===== config.mk =====
export PLATFORM = sky130hd
export DESIGN_NAME = spi_baud_gen
export DESIGN_NICKNAME = d
export VERILOG_FILES = /design/src/rtl/spi_brg_pkg.sv /design/src/rtl/spi_brg_cfg_latch.sv /design/src/rtl/spi_brg_divstage.sv /design/src/rtl/spi_brg_prescale.sv /design/src/rtl/spi_brg_edges.sv /design/src/rtl/spi_baud_gen.sv
export SDC_FILE = /design/constraint.sdc
export NUM_CORES = 1
export LEC_CHECK = 0
export BUFFER_PORTS_ARGS = -buffer_cell sky130_fd_sc_hd__buf_4
export CAP_MARGIN = 20
export CORE_MARGIN = 4
export CORE_UTILIZATION = 52
export CTS_BUF_LIST = sky130_fd_sc_hd__clkbuf_8
export CTS_CLUSTER_DIAMETER = 40
export CTS_CLUSTER_SIZE = 25
export DETAILED_ROUTE_END_ITERATION = 12
export PLACE_DENSITY_LB_ADDON = 0.1
export SETUP_SLACK_MARGIN = 0.5
export SLEW_MARGIN = 20
export SYNTH_ARGS = -nofsm -noshare
export SYNTH_HDL_FRONTEND = slang
export SYNTH_SLANG_ARGS = --single-unit

===== constraint.sdc =====
create_clock -name clk -period 1.83 [get_ports clk]
set_input_delay 0.0915 -clock clk [delete_from_list [all_inputs] [get_ports clk]]
set_output_delay 0.0915 -clock clk [all_outputs]
set_load 0.005 [all_outputs]

===== src/rtl/spi_brg_pkg.sv =====
package spi_brg_pkg;

    localparam int BRG_PM_W    = 4;
    localparam int BRG_REF_DIV = 2;
    localparam int BRG_PRE_DIV = 16;

    typedef struct packed {
        logic                div16;
        logic [BRG_PM_W-1:0] pm;
    } brg_cfg_t;

    typedef struct packed {
        logic tick;
        logic lead;
        logic trail;
    } brg_strobe_t;

    function automatic int brg_cnt_width(input int ratio);
        return (ratio > 1) ? $clog2(ratio) : 1;
    endfunction

endpackage


===== src/rtl/spi_brg_cfg_latch.sv =====
module spi_brg_cfg_latch
    import spi_brg_pkg::*;
#(
    parameter int NUM_CS = 4,
    localparam int CS_W = (NUM_CS > 1) ? $clog2(NUM_CS) : 1
) (
    input  logic                         clk,
    input  logic                         rst,
    input  logic                         run,
    input  logic [CS_W-1:0]              cs_sel,
    input  logic [NUM_CS*BRG_PM_W-1:0]   cs_pm,
    input  logic [NUM_CS-1:0]            cs_div16,
    output brg_cfg_t                     cfg_q
);

    brg_cfg_t lane [NUM_CS];

    for (genvar i = 0; i < NUM_CS; i++) begin : g_lane
        assign lane[i].pm    = cs_pm[i*BRG_PM_W +: BRG_PM_W];
        assign lane[i].div16 = cs_div16[i];
    end

    // Sampling is open only between frames.
    always_ff @(posedge clk) begin
        if (rst)
            cfg_q <= '0;
        else if (!run)
            cfg_q <= lane[cs_sel];
    end

endmodule


===== src/rtl/spi_brg_divstage.sv =====
module spi_brg_divstage
    import spi_brg_pkg::*;
#(
    parameter int RATIO = 2,
    localparam int CW = brg_cnt_width(RATIO)
) (
    input  logic clk,
    input  logic rst,
    input  logic run,
    input  logic en_in,
    input  logic bypass,
    output logic en_out
);

    if (RATIO > 1) begin : g_div
        localparam logic [CW-1:0] LAST = CW'(RATIO - 1);
        logic [CW-1:0] cnt;

        always_ff @(posedge clk) begin
            if (rst || !run)
                cnt <= '0;
            else if (en_in && !bypass)
                cnt <= (cnt == LAST) ? '0 : cnt + 1'b1;
        end

        assign en_out = en_in && (bypass || cnt == LAST);
    end else begin : g_pass
        logic unused_sig;
        assign unused_sig = &{clk, rst, run, bypass};
        assign en_out = en_in;
    end

endmodule


===== src/rtl/spi_brg_prescale.sv =====
module spi_brg_prescale
    import spi_brg_pkg::*;
(
    input  logic                clk,
    input  logic                rst,
    input  logic                run,
    input  logic                en_in,
    input  logic [BRG_PM_W-1:0] pm,
    output logic                toggle
);

    logic [BRG_PM_W-1:0] pm_cnt;
    logic                hit;

    assign hit    = (pm_cnt == pm);
    assign toggle = en_in && hit;

    always_ff @(posedge clk) begin
        if (rst || !run)
            pm_cnt <= '0;
        else if (en_in)
            pm_cnt <= hit ? '0 : pm_cnt + 1'b1;
    end

endmodule


===== src/rtl/spi_brg_edges.sv =====
module spi_brg_edges
    import spi_brg_pkg::*;
(
    input  logic        clk,
    input  logic        rst,
    input  logic        run,
    input  logic        toggle,
    output brg_strobe_t strobe_q
);

    logic lvl;  // current serial clock phase: 0 = idle level

    always_ff @(posedge clk) begin
        if (rst || !run) begin
            lvl      <= 1'b0;
            strobe_q <= '0;
        end else begin
            strobe_q.tick  <= toggle;
            strobe_q.lead  <= toggle && !lvl;
            strobe_q.trail <= toggle && lvl;
            if (toggle)
                lvl <= !lvl;
        end
    end

endmodule


===== src/rtl/spi_baud_gen.sv =====
module spi_baud_gen
    import spi_brg_pkg::*;
#(
    parameter int NUM_CS = 4,
    localparam int CS_W = (NUM_CS > 1) ? $clog2(NUM_CS) : 1
) (
    input  logic                       clk,
    input  logic                       rst,
    input  logic                       run,
    input  logic [CS_W-1:0]            cs_sel,
    input  logic [NUM_CS*BRG_PM_W-1:0] cs_pm,
    input  logic [NUM_CS-1:0]          cs_div16,
    output logic                       sclk_tick,
    output logic                       sclk_lead,
    output logic                       sclk_trail
);

    brg_cfg_t    cfg;
    brg_strobe_t strobe;
    logic        ref_en;
    logic        pre_en;
    logic        tog;

    spi_brg_cfg_latch #(.NUM_CS(NUM_CS)) u_cfg (
        .clk(clk), .rst(rst), .run(run),
        .cs_sel(cs_sel), .cs_pm(cs_pm), .cs_div16(cs_div16),
        .cfg_q(cfg)
    );

    // Reference: half the bus clock.
    spi_brg_divstage #(.RATIO(BRG_REF_DIV)) u_ref (
        .clk(clk), .rst(rst), .run(run),
        .en_in(run), .bypass(1'b0), .en_out(ref_en)
    );

    // Optional fixed divide-by-16.
    spi_brg_divstage #(.RATIO(BRG_PRE_DIV)) u_pre (
        .clk(clk), .rst(rst), .run(run),
        .en_in(ref_en), .bypass(!cfg.div16), .en_out(pre_en)
    );

    spi_brg_prescale u_pm (
        .clk(clk), .rst(rst), .run(run),
        .en_in(pre_en), .pm(cfg.pm), .toggle(tog)
    );

    spi_brg_edges u_edge (
        .clk(clk), .rst(rst), .run(run),
        .toggle(tog), .strobe_q(strobe)
    );

    assign sclk_tick  = strobe.tick;
    assign sclk_lead  = strobe.lead;
    assign sclk_trail = strobe.trail;

endmodule


==> results.txt, run 1 <==
----------------------------------------------------
[Yosys]
  Fraction of synthesized area in multiplexers ... between 10% and 20%
  Post-Synthesis Cell Area ... around 930 um^2
  Complex-gate fraction of the synthesized area ... approximately a tenth
  Combinational family with the most area after synthesis ... simple AND/OR/NAND/NOR gates
  Count of unique library cells instantiated by Yosys ... 34
  Share of synthesized cell area in full adder, half adder and majority cells ... between 2 and 3%
  Count of mapped cells out of synthesis ... 87
  Part of the Yosys area used for sequential elements ... 38.7%
  Number of synthesized register bits ... 18
  Synthesized-area fraction occupied by xor and xnor cells ... about 6.3%
  Mapped Avg Cell Area ... roughly 11 um^2
  Number of nets in the synthesized netlist ... 114
  Simple-Gate Fraction of Synth Area ... 22.8%
  Count of yosys warnings during synthesis ... 0

[Floorplanning]
  Number of cell rows ... 15
  Core Region ... around 0.0017 mm^2
  Vertical die dimension ... 50.3 um
  Starting density of the core ... 54.6%
  Area enclosed by the die boundary ... between 0.002 and 0.003 mm^2
  Io pins ... 28
  Die X-Extent ... 50.3 um

[Final layout]
  Most used cells in the layout excluding fill and tap cells ... sky130_fd_sc_hd__buf_4 (31), sky130_fd_sc_hd__dfxtp_1 (12), sky130_fd_sc_hd__nor2_1 (8)
  Sequential cell area ... around 370 um^2
  Most frequent standard cell in the layout excluding fill and tap cells ... sky130_fd_sc_hd__buf_4
  Area of combinational cells with multiple inputs ... roughly 600 um^2
  Diodes inserted ... 0
  Count of nets after finishing ... between 100 and 150
  Share of cells above drive strength 1 ... a little over 50%
  Layout filler cell count ... 120
  Final std cell area, no fill ... between 0.001 and 0.0015 mm^2
  Layout Area Growth over Synthesis ... 41.1%

[Place]
  Gpl congestion ... ~0.74
  Port Buffers ... 27
  Cell area reported after detailed placement ... ~0.0012 mm^2
  Detailed placer's ending HPWL ... ~1500 um

[Power and ir drop]
  Share of total power in the clock network ... approximately 36%
  Part of the total power dissipated in combinational logic ... between 15 and 20%
  Flop pwr share ... 46.7%
  Switching Power ... around 0.00020 W
  Cell leakage power ... about 0.52 nW
  Proportion of total power due to net switching ... approximately 23%
  Internal ... approximately 0.00068 W
  Power per cell area ... 675 mW/mm^2
  Maximum VDD drop ... between 400 and 500 uV

[Detailed routing]
  DRC violation total after the first TritonRoute iteration ... 9
  DR DRC count ... 0
  Routed wirelength normalized by instance count ... around 14 um
  Vias after detailed routing ... 788
  DRT antenna net count ... 0
  First-pass DRT Iterations ... 3
  DR vias/cell ... about 5.5
  WL final ... around 2000 um

[Critical path]
  Buffering stage count on the worst path with inverters included ... 0
  Crit end category ... register
  Maximum cell stage delay along the critical path ... 0.36 ns
  Max FO, Critical Path ... 5
  Sequence of cells on the critical path ... ha_4, nand3_4, a21o_4, or3_4, a21oi_2
  Critical path startpoint category ... register
  Data arrival time of the critical path ... 1.52 ns
  Worst Path Class, Setup ... reg2reg
  Critical Path RT ... 2.01 ns
  Cell at the slowest stage of the critical path ... sky130_fd_sc_hd__dfxtp_4
  Family of cells with the greatest summed delay on the critical path ... simple AND/OR/NAND/NOR gates

[Clock tree]
  CTS H-tree lvls ... 1
  Buffers from clock root to sink, at most ... 2
  Root buffer cell ... sky130_fd_sc_hd__clkbuf_8
  TritonCTS buffer count ... 3
  CTS tree ... done
  # clock sinks ... 18
  Clk Latency, worst-skew pair ... roughly 0.25 ns
  Clock transition at path regs ... 0.07 ns

[STA]
  Final hold viol count ... 0
  Maximum frequency from static timing analysis ... roughly 0.75 GHz
  Post-route clock period utilization ... 72.9%
  Worst-Margin Slew ... about 0.46 ns
  Worst relative slew slack ... between 60 and 70%
  Minimum clock period ... 1.33 ns
  Unrepaired setup endpoints after global routing ... yes
  Setup TNS ... 0 ns
  Count of final setup violators ... 0
  Worst setup skew after layout ... roughly 0.0012 ns
  Total count of max-transition violations in the final report ... 0

[Run status]
  Status ... finished, final reports clean

[Run]
  Max-cap violations ... 0

[Global routing]
  Total routing resource utilization after global routing ... approximately 17%
  Antenna violations before repair ... 0
  Congestion Overflow GR ... 0
  Vias in the first global route ... 771
  Wire length of the first global-routing pass ... between 3000 and 4000 um
  Maximum number of pins on one net before global-route repair ... 12

[Worst hold path]
  Hold WC Path Type ... in2reg

----------------------------------------------------
## per-layer routing
metal | vias up | GRT usage, % | share of wire, %
met5 | - | 0 | 0
met4 | 0 | 8.97 | 2.0
met3 | 6 | 3.56 | 6.4
met2 | 30 | 30.0 | 50
met1 | 364 | 19.6 | 42
li1 | 388 | - | -
## final timing paths
check | startpoint | endpoint | slack [ns] | cells past startpoint
max reg2reg | u_pre.g_div.cnt[0] | u_edge.lvl | 0.50 | 5
min | rst | u_cfg.cfg_q[0] | 0.06 | 2
max | u_pre.g_div.cnt[0] | u_edge.lvl | 0.50 | 5
min reg2reg | u_edge.lvl | u_edge.strobe_q[1] | 0.48 | 1
## cell families (layout without fill, tap and decap cells)
group | count (synthesis) | count (layout)
mux | 10 | 10
flops | 18 | 18
compound gates | 13 | 13
fa+ha+maj | 2 | 2
xor+xnor | 5 | 5
simple gates | 35 | 35
buf+inv | 4 | 36
## synthesized netlist by cell type
master	n	area, um^2
sky130_fd_sc_hd__nor3b_1	1	7.51
sky130_fd_sc_hd__mux4_2	5	113
sky130_fd_sc_hd__a21oi_1	5	25.0
sky130_fd_sc_hd__nor2_1	8	30.0
sky130_fd_sc_hd__o211ai_1	1	7.51
sky130_fd_sc_hd__o41ai_1	1	8.76
sky130_fd_sc_hd__o31ai_1	1	7.51
sky130_fd_sc_hd__buf_6	1	11.3
sky130_fd_sc_hd__nand2_4	1	11.3
sky130_fd_sc_hd__nand4_4	1	21.3
sky130_fd_sc_hd__nor3_1	1	5.00
sky130_fd_sc_hd__nand3_1	7	35.0
sky130_fd_sc_hd__nand4b_1	1	8.76
sky130_fd_sc_hd__xnor2_2	2	32.5
sky130_fd_sc_hd__ha_1	2	25.0
sky130_fd_sc_hd__nor4_1	1	6.26
sky130_fd_sc_hd__nand4_1	2	12.5
sky130_fd_sc_hd__nand3b_1	1	7.51
sky130_fd_sc_hd__nand2b_1	1	6.26
sky130_fd_sc_hd__buf_2	2	10.0
sky130_fd_sc_hd__mux2i_1	5	50.1
sky130_fd_sc_hd__o21ai_0	3	15.0
sky130_fd_sc_hd__nand2b_4	1	13.8
sky130_fd_sc_hd__nand2_1	4	15.0
sky130_fd_sc_hd__and2_1	1	6.26
sky130_fd_sc_hd__a21o_4	1	15.0
sky130_fd_sc_hd__xnor2_1	2	17.5
sky130_fd_sc_hd__dfxtp_1	18	360
sky130_fd_sc_hd__and3_2	1	7.51
sky130_fd_sc_hd__xor2_1	1	8.76
sky130_fd_sc_hd__clkbuf_1	1	3.75
sky130_fd_sc_hd__or3_1	2	12.5
sky130_fd_sc_hd__a32oi_1	1	8.76
sky130_fd_sc_hd__nor2b_1	1	6.26
## repair_timing
action | in CTS | in global routing
gates resized for setup | 3 | 11
pin swaps | 2 | 7
endpoints found under the setup margin | 2 | 7
buffers inserted | 3 | 2
hold buffers | 0 | 0
## cell type report
class,instances,share of cell area [%]
clock buffers,4,4.19
multi-input cells,65,45.9
flip-flops and latches,18,28.4
well taps,25,2.38
repair buffers,32,19.2
## worst reg2reg max path: cells and delay by family, from the launching register on
family	cells	cell delay (ns)
adder cells (fa/ha/maj)	1	0.15
AO/OA/AOI/OAI	2	0.36
flip-flops	1	0.36
AND/OR/NAND/NOR	2	0.41
## registers in the layout, indices dropped and copies added, names as in the netlist
name	cells
u_cfg.cfg_q	5
u_pm.pm_cnt	4
u_pre.g_div.cnt	4
u_edge.strobe_q	3
u_edge.lvl	1
u_ref.g_div.cnt	1
## stage by stage
step	total power [W]	instances	setup WS (ns)	hold slack (ns)	utilization, %
final	0.000887	144	0.496	0.0561	77.0
after global routing	0.000915	144	0.456	0.0626	77.0
after CTS	0.000870	142	0.472	0.0563	72.9
after detailed placement	0.000552	135	0.436	0.324	68.0
after global placement	0.000548	135	0.473	0.319	68.0
after floorplan	0.000501	87	0.511	0.164	-
## power by group through the flow
stage / Clock, W / Sequential (W) / Combinational (W)
after floorplan: 0 / 0.000422 / 0.0000787
after global placement: 0 / 0.000425 / 0.000123
after detailed placement: 0 / 0.000425 / 0.000127
after CTS: 0.000328 / 0.000413 / 0.000129
after global routing: 0.000338 / 0.000416 / 0.000162
final: 0.000322 / 0.000414 / 0.000151
Power figures use the tool's default switching activity.
==> run 2, diff against run 1 <==
ABC_AREA = 1   (was default)
CORE_UTILIZATION = 48   (was 52)
clock period = 1.1 ns   (was 1.83 ns; I/O delays follow)
==> run 2 against run 1 <==
Compared with the run above: the flow now finishes with violations (negative setup slack); sequential power up 66%; area after synthesis rose by 12%; total power grew 67%; design area increased by 8.9%; clock power grew 62%; combinational power increased by 77%; worst hold slack better by 0.011 ns; non-clock buffer count rose by 2.
==> results.txt, run 2 <==
----------------------------------------------------
[Critical path]
  Data arrival time of the critical path ... 1.31 ns (-0.21 ns)
  Max FO, Critical Path ... 6 (+1)
  Worst Path Class, Setup ... reg2reg
  Maximum cell stage delay along the critical path ... 0.35 ns (about the same)
  Worst setup startpoint ... u_pre.g_div.cnt[0]
  Critical path startpoint category ... register
  Cell at the slowest stage of the critical path ... sky130_fd_sc_hd__dfxtp_4
  Critical Path RT ... 1.25 ns (-0.76 ns)
  Crit path to ... u_pm.pm_cnt[2]
  Crit end category ... register
  R2R Path End ... u_pm.pm_cnt[2]
  Worst Reg-to-Reg Cells ... 9 (+4)
  Sequence of cells on the critical path ... ha_4, nand3_2, nand2_2, nand2_4, clkinv_4, nand2_2, nand2_1, nand2_1, nor2_2
  FF-to-FF setup slack ... -0.06 ns (-0.56 ns)
  Startpoint of the most critical register-to-register path ... u_pre.g_div.cnt[0]

[Yosys]
  Top_reg_cell synth ... sky130_fd_sc_hd__dfxtp_1
  Simple-Gate Fraction of Synth Area ... 33.8% (+11 points)
  Fraction of synthesized cell area taken by the top area cell type ... 34.5% (-4.1 points)
  Complex-gate fraction of the synthesized area ... 14.6% (+5.2 points)
  Count of unique library cells instantiated by Yosys ... 28 (-18%)
  Fraction of synthesized area in multiplexers ... 0% (-17 points)
  Number of enable-type register cells in the synthesized netlist ... 0 (unchanged)
  Combinational family with the most area after synthesis ... simple AND/OR/NAND/NOR gates
  Most area-consuming cells after synthesis ... sky130_fd_sc_hd__dfxtp_1 (35%), sky130_fd_sc_hd__nand2_1 (10%), sky130_fd_sc_hd__nor2_1 (8.6%)
  Number of nets in the synthesized netlist ... 180 (+58%)
  Yosys top cell by area ... sky130_fd_sc_hd__dfxtp_1
  Part of the Yosys area used for sequential elements ... 34.5% (-4.1 points)
  Cell with the most instances after synthesis ... sky130_fd_sc_hd__nand2_1
  Synthesized-area fraction occupied by xor and xnor cells ... 3.36% (-3.0 points)
  Mapped Avg Cell Area ... 6.82 um^2 (-36%)
  Top cells by count, synth ... sky130_fd_sc_hd__nand2_1 (29), sky130_fd_sc_hd__nor2_1 (24), sky130_fd_sc_hd__dfxtp_1 (18), sky130_fd_sc_hd__inv_1 (17)
  Post-Synthesis Cell Area ... 0.00104 mm^2 (+12%)
  Share of synthesized registers carrying an async set or reset ... 0% (unchanged)
  Number of synthesized register bits ... 18 (unchanged)
  Count of mapped cells out of synthesis ... 153 (+76%)
  Count of yosys warnings during synthesis ... 0 (unchanged)
  Share of synthesized cell area in full adder, half adder and majority cells ... 2.40% (-0.29 points)

[Clock tree]
  Buffers from clock root to sink, at most ... 2 (unchanged)
  CTS hold repair buffers ... 0 (unchanged)
  # clock sinks ... 18 (unchanged)
  TritonCTS buffer count ... 3 (unchanged)
  Clk Latency, worst-skew pair ... 0.25 ns (about the same)
  CTS tree ... done
  Clock transition at path regs ... 0.07 ns (about the same)
  CTS H-tree lvls ... 1 (unchanged)
  Root buffer cell ... sky130_fd_sc_hd__clkbuf_8

[Run]
  Max-cap violations ... 0 (unchanged)

[Final layout]
  Largest regs ... u_cfg.cfg_q (5), u_pm.pm_cnt (4), u_pre.g_div.cnt (4)
  Sequential cell area ... 377 um^2 (+1.0%)
  Most used cells in the layout excluding fill and tap cells ... sky130_fd_sc_hd__buf_4 (31), sky130_fd_sc_hd__nand2_1 (28), sky130_fd_sc_hd__nor2_1 (23)
  Flip-flop count of the largest register, all copies and words added ... 5 (unchanged)
  Most frequent standard cell in the layout excluding fill and tap cells ... sky130_fd_sc_hd__buf_4
  Diodes inserted ... 0 (unchanged)
  Count of nets after finishing ... 216 (+47%)
  Share of cells above drive strength 1 ... 40.4% (-11 points)
  Area of combinational cells with multiple inputs ... 607 um^2 (+0.62%)
  Layout filler cell count ... 186 (+55%)
  Largest Register ... u_cfg.cfg_q
  Layout Area Growth over Synthesis ... 37.3%

[STA]
  Worst hold slack after final layout ... 0.0671 ns (+0.0110 ns)
  Worst relative slew slack ... 86.3% (+17 points)
  Post-route clock period utilization ... 106% (+33 points)
  Final hold viol count ... 0 (unchanged)
  Unrepaired setup endpoints after global routing ... yes
  Worst-Margin Slew ... 0.204 ns (-0.260 ns)
  Minimum clock period ... 1.16 ns (-0.171 ns)
  Total count of max-transition violations in the final report ... 0 (unchanged)
  Maximum frequency from static timing analysis ... 0.860 GHz (+15%)
  Count of final setup violators ... 6 (+6)
  Setup ws final ... -0.0629 ns (-0.559 ns)
  Worst setup skew after layout ... 0.00415 ns (+0.00298 ns)

[Worst hold path]
  Hold WC Path Type ... in2reg
  Min-delay src ... rst

[Floorplanning]
  Starting density of the core ... 51.6% (-3.0 points)
  Number of cell rows ... 16 (+1)
  Core Region ... 0.00202 mm^2 (+18%)
  Die X-Extent ... 54.6 um (+8.5%)
  Vertical die dimension ... 54.6 um (+8.5%)
  Io pins ... 28 (unchanged)
  Area enclosed by the die boundary ... 0.00298 mm^2 (+18%)

[Global routing]
  Congestion Overflow GR ... 0 (unchanged)
  Maximum number of pins on one net before global-route repair ... 12 (unchanged)
  Total routing resource utilization after global routing ... 17.5% (+0.34 points)
  Vias in the first global route ... 983 (+27%)
  Wire length of the first global-routing pass ... 3850 um (+16%)
  Antenna violations before repair ... 0 (unchanged)

[Detailed routing]
  DRC violation total after the first TritonRoute iteration ... 13 (+4)
  DRT antenna net count ... 0 (unchanged)
  DR vias/cell ... 4.76 (-13%)
  Routed wirelength normalized by instance count ... 10.5 um (-25%)
  Met3 wire length ... 120 um (-7.7%)
  Highest Signal Layer ... met3
  Vias after detailed routing ... 1024 (+30%)
  Met1 wire length ... 990 um (+18%)
  WL final ... 2260 um (+12%)
  DR DRC count ... 0 (unchanged)
  Met2 Wirelength ... 1150 um (+14%)
  First-pass DRT Iterations ... 4 (+1)

[Run status]
  Status ... finished, violations left
  Violations in the final reports ... negative setup slack

[Power and ir drop]
  Power per cell area ... 1030 mW/mm^2 (+53%)
  Part of the total power dissipated in combinational logic ... 18.1% (+1.1 points)
  Maximum VDD drop ... 597 uV (+27%)
  Share of total power in the clock network ... 35.3% (-1.0 points)
  Switching Power ... 0.000360 W (+78%)
  Cell leakage power ... 0.681 nW (+31%)
  Flop pwr share ... 46.6% (about the same)
  Proportion of total power due to net switching ... 24.4% (+1.6 points)
  Internal ... 0.00112 W (+63%)

[Place]
  Post-Place Setup Slack ... -0.0370 ns (-0.473 ns)
  Detailed placer's ending HPWL ... 1770 um (+21%)
  Gpl congestion ... 0.760 (+2.6%)
  Port Buffers ... 27 (unchanged)

----------------------------------------------------
==> run 2: per-stage QoR <==
stage	cell area [um^2]	power [W]	setup TNS, ns	std cells	utilization, %
floorplan	1070	0.000867	0	153	-
global placement	1300	0.000955	-0.0236	207	64.5
detailed placement	1300	0.000963	-0.156	207	64.5
CTS	1400	0.00149	-0.153	214	69.0
global route	1430	0.00156	-0.766	215	70.9
finish	1430	0.00148	-0.289	215	70.9
==> run 2: final cells by class <==
type | count | share of cell area (%)
clock buffer | 4 | 3.84
inverter | 23 | 6.55
multi-input combinational | 109 | 42.4
sequential | 18 | 26.3
tap | 27 | 2.36
timing repair buffer | 34 | 18.6
==> run 2: worst min path at each step <==
stage	endpoint	cells after the start	slack (ns)
floorplan	u_cfg.cfg_q[4]	1	0.12
global placement	u_cfg.cfg_q[4]	2	0.32
detailed placement	u_cfg.cfg_q[4]	2	0.33
CTS	u_cfg.cfg_q[4]	2	0.06
global route	u_cfg.cfg_q[4]	2	0.08
finish	u_cfg.cfg_q[4]	2	0.07
==> run 2: worst max-delay path: cells and delay by family (launching register included) <==
family        cells  cell delay (ns)
fa+ha+maj         1             0.15
buf+inv           1             0.09
flops             1             0.35
simple gates      7             0.46
==> run 2: cells by family after synthesis <==
group,Yosys count
AND/OR/NAND/NOR,73
AO/OA/AOI/OAI,30
buffers and inverters,26
flip-flops,18
XOR/XNOR,4
adder cells (fa/ha/maj),2
==> run 2: layer usage <==
metal  track usage [%]  vias up
met5                 0        -
li1                  -      546
met2              31.7       23
met1              21.0      455
met4              4.98        0
met3              2.72        0
==> run 2: power by group through the flow <==
stage | logic, W | clock network [W] | registers (W)
final | 0.000267 | 0.000522 | 0.000688
after global routing | 0.000300 | 0.000568 | 0.000690
after floorplan | 0.000169 | 0 | 0.000698
after detailed placement | 0.000263 | 0 | 0.000700
after CTS | 0.000265 | 0.000535 | 0.000687
after global placement | 0.000256 | 0 | 0.000699
==> run 2: what timing repair did <==
item | 4_1_cts | 5_1_grt
resized for setup | 10 | 11
pin swaps | 5 | 1
buffers inserted | 3 | 1
setup endpoints to repair | 20 | 20
==> run 3, diff against run 2 <==
CELL_PAD_IN_SITES_DETAIL_PLACEMENT = 0   (was default)
CELL_PAD_IN_SITES_GLOBAL_PLACEMENT = 1   (was default)
CORE_UTILIZATION = 33   (was 48)
==> run 3 against run 2 <==
Compared with the run above: the flow still finishes with violations (negative setup slack); register-to-register slack improved by 0.02 ns; clock skew decreased by 0.0015 ns; total power increased by 1.5%; highest routed layer is now met4.
==> results.txt, run 3 (synthesis results as in run 2) <==
----------------------------------------------------
[Critical path]
  Sequence of cells on the critical path ... ha_4, nand3_4, nand2_2, nand2_4, clkinv_4, nand3_4, nand2_1, nor2_2
  Critical Path RT ... 1.25 ns (about the same)
  FF-to-FF setup slack ... -0.04 ns (+0.02 ns)
  CP dominant cell by count ... sky130_fd_sc_hd__nand3_4
  Worst Reg-to-Reg Cells ... 8 (-1)
  Cell at the slowest stage of the critical path ... sky130_fd_sc_hd__dfxtp_2
  Data arrival time of the critical path ... 1.29 ns (-0.02 ns)
  Max FO, Critical Path ... 6 (unchanged)
  Maximum cell stage delay along the critical path ... 0.36 ns (about the same)
  Critical path startpoint category ... register
  Crit end category ... register
  Worst Path Class, Setup ... reg2reg

[Worst hold path]
  Instance count along the most critical hold path ... 2 (unchanged)
  Hold WC Path Type ... in2reg

[Detailed routing]
  DRC violation total after the first TritonRoute iteration ... 41 (+28)
  Vias after detailed routing ... 1006 (-1.8%)
  Routed wirelength normalized by instance count ... 9.54 um (-9.2%)
  DRT antenna net count ... 0 (unchanged)
  DR vias/cell ... 4.24 (-11%)
  WL final ... 2260 um (about the same)
  First-pass DRT Iterations ... 4 (unchanged)
  DR DRC count ... 0 (unchanged)

[Global routing]
  Total routing resource utilization after global routing ... 11.7% (-5.8 points)
  Wire length of the first global-routing pass ... 3870 um (+0.52%)
  Vias in the first global route ... 952 (-3.2%)
  Congestion Overflow GR ... 0 (unchanged)
  Maximum number of pins on one net before global-route repair ... 12 (unchanged)
  Antenna violations before repair ... 0 (unchanged)

[STA]
  Post-route clock period utilization ... 104% (-2.2 points)
  Worst hold slack after final layout ... 0.0654 ns (-0.00168 ns)
  Unrepaired setup endpoints after global routing ... yes
  Final hold viol count ... 0 (unchanged)
  Total count of max-transition violations in the final report ... 0 (unchanged)
  Count of final setup violators ... 7 (+1)
  Worst setup skew after layout ... 0.00268 ns (-0.00148 ns)
  Worst-Margin Slew ... 0.193 ns (-0.0115 ns)
  Maximum frequency from static timing analysis ... 0.878 GHz (+2.1%)
  Minimum clock period ... 1.14 ns (-0.0238 ns)
  Worst relative slew slack ... 87.1% (+0.84 points)
  Setup ws final ... -0.0391 ns (+0.0238 ns)

[Floorplanning]
  Number of cell rows ... 20 (+4)
  Io pins ... 28 (unchanged)
  Starting density of the core ... 34.5% (-17 points)
  Area enclosed by the die boundary ... 0.00413 mm^2 (+38%)
  Die X-Extent ... 64.2 um (+18%)
  Vertical die dimension ... 64.2 um (+18%)
  Core Region ... 0.00303 mm^2 (+50%)

[Run]
  Max-cap violations ... 0 (unchanged)

[Clock tree]
  CTS hold repair buffers ... 0 (unchanged)
  # clock sinks ... 18 (unchanged)
  Root buffer cell ... sky130_fd_sc_hd__clkbuf_8
  Clk Latency, worst-skew pair ... 0.25 ns (about the same)
  CTS tree ... done
  Clock transition at path regs ... 0.07 ns (about the same)
  Buffers from clock root to sink, at most ... 2 (unchanged)
  TritonCTS buffer count ... 3 (unchanged)
  CTS H-tree lvls ... 1 (unchanged)

[Place]
  Gpl congestion ... 0.786 (+3.4%)
  Placed insts ... 227 (+9.7%)
  Port Buffers ... 27 (unchanged)
  Detailed placer's ending HPWL ... 1830 um (+3.7%)
  Post-Place Setup Slack ... -0.0689 ns (-0.0319 ns)

[Final layout]
  Most frequent standard cell in the layout excluding fill and tap cells ... sky130_fd_sc_hd__buf_4
  Layout Area Growth over Synthesis ... 46.5%
  Largest Register ... u_cfg.cfg_q
  Largest regs ... u_cfg.cfg_q (5), u_pm.pm_cnt (4), u_pre.g_div.cnt (4)
  Final cell count without fillers ... 237 (+10%)
  Most used cells in the layout excluding fill and tap cells ... sky130_fd_sc_hd__buf_4 (35), sky130_fd_sc_hd__nand2_1 (29), sky130_fd_sc_hd__nor2_1 (22)
  Diodes inserted ... 0 (unchanged)
  Flip-flop count of the largest register, all copies and words added ... 5 (unchanged)
  Count of nets after finishing ... 221 (+2.3%)
  Core utilization of the finished layout ... 50.5% (-20 points)
  Share of cells above drive strength 1 ... 44.6% (+4.1 points)

[Power and ir drop]
  Power per cell area ... 980 mW/mm^2 (-4.9%)
  Cell leakage power ... 0.716 nW (+5.3%)
  Maximum VDD drop ... 323 uV (-46%)

[Run status]
  Status ... finished, violations left
  Violations in the final reports ... negative setup slack

----------------------------------------------------
[run 3: changes by cell type in the layout (fill, tap and decap cells not counted), moves of 2 or more]
cell                      previous run  this run
sky130_fd_sc_hd__buf_4              31        35
sky130_fd_sc_hd__a21oi_1             6         3
sky130_fd_sc_hd__a21oi_2             1         4
sky130_fd_sc_hd__inv_1              14        12
sky130_fd_sc_hd__inv_2               7         9
sky130_fd_sc_hd__nand2_2             4         2
[run 3: timing repair]
| action | CTS | global route |
|---|---|---|
| pin swaps | 1 | 5 |
| setup buffers | 3 | 3 |
| endpoints found under the setup margin | 20 | 20 |
| resized for setup | 10 | 20 |
[run 3: area by class of cell]
| type | instances | area, um^2 |
|---|---|---|
| fillers | 298 | 1500 |
| multi-input cells | 109 | 642 |
| inverters | 23 | 93.8 |
| repair buffers | 39 | 308 |
| flip-flops and latches | 18 | 375 |
| well taps | 44 | 55.1 |
| clock buffers | 4 | 55.1 |
[run 3: worst max-delay path, delay by kind of cell, from the launching register on]
family | cells | cell delay [ns]
buffers and inverters | 1 | 0.08
adder cells (fa/ha/maj) | 1 | 0.15
AND/OR/NAND/NOR | 6 | 0.44
flip-flops | 1 | 0.36
[run 3: per-stage QoR]
step	setup TNS (ns)	instance area, um^2	power (W)
2_1_floorplan	0	1070	0.000867
3_3_place_gp	-0.167	1350	0.000963
3_5_place_dp	-0.306	1350	0.000966
4_1_cts	-0.200	1440	0.00151
5_1_grt	-0.749	1530	0.00159
6_report	-0.212	1530	0.00150
[run 3: final timing paths]
kind / start / end
max: u_pre.g_div.cnt[1] / u_pm.pm_cnt[2]
max reg2reg: u_pre.g_div.cnt[1] / u_pm.pm_cnt[2]
min: rst / u_cfg.cfg_q[4]
min reg2reg: u_ref.g_div.cnt / u_ref.g_div.cnt
[run 3: power breakdown]
part | switching (W) | internal (W)
logic | 0.000145 | 0.000133
registers | 0.0000174 | 0.000674
clock network | 0.000212 | 0.000317
total | 0.000374 | 0.00112
[run 3: layer usage]
metal  part of all wire, %  wire length [um]  global-route usage [%]
met1                    47              1070                    14.4
met4                   1.2                27                    6.33
met2                    47              1070                    19.6
met5                     0                 0                       0
met3                   4.3                98                    1.41
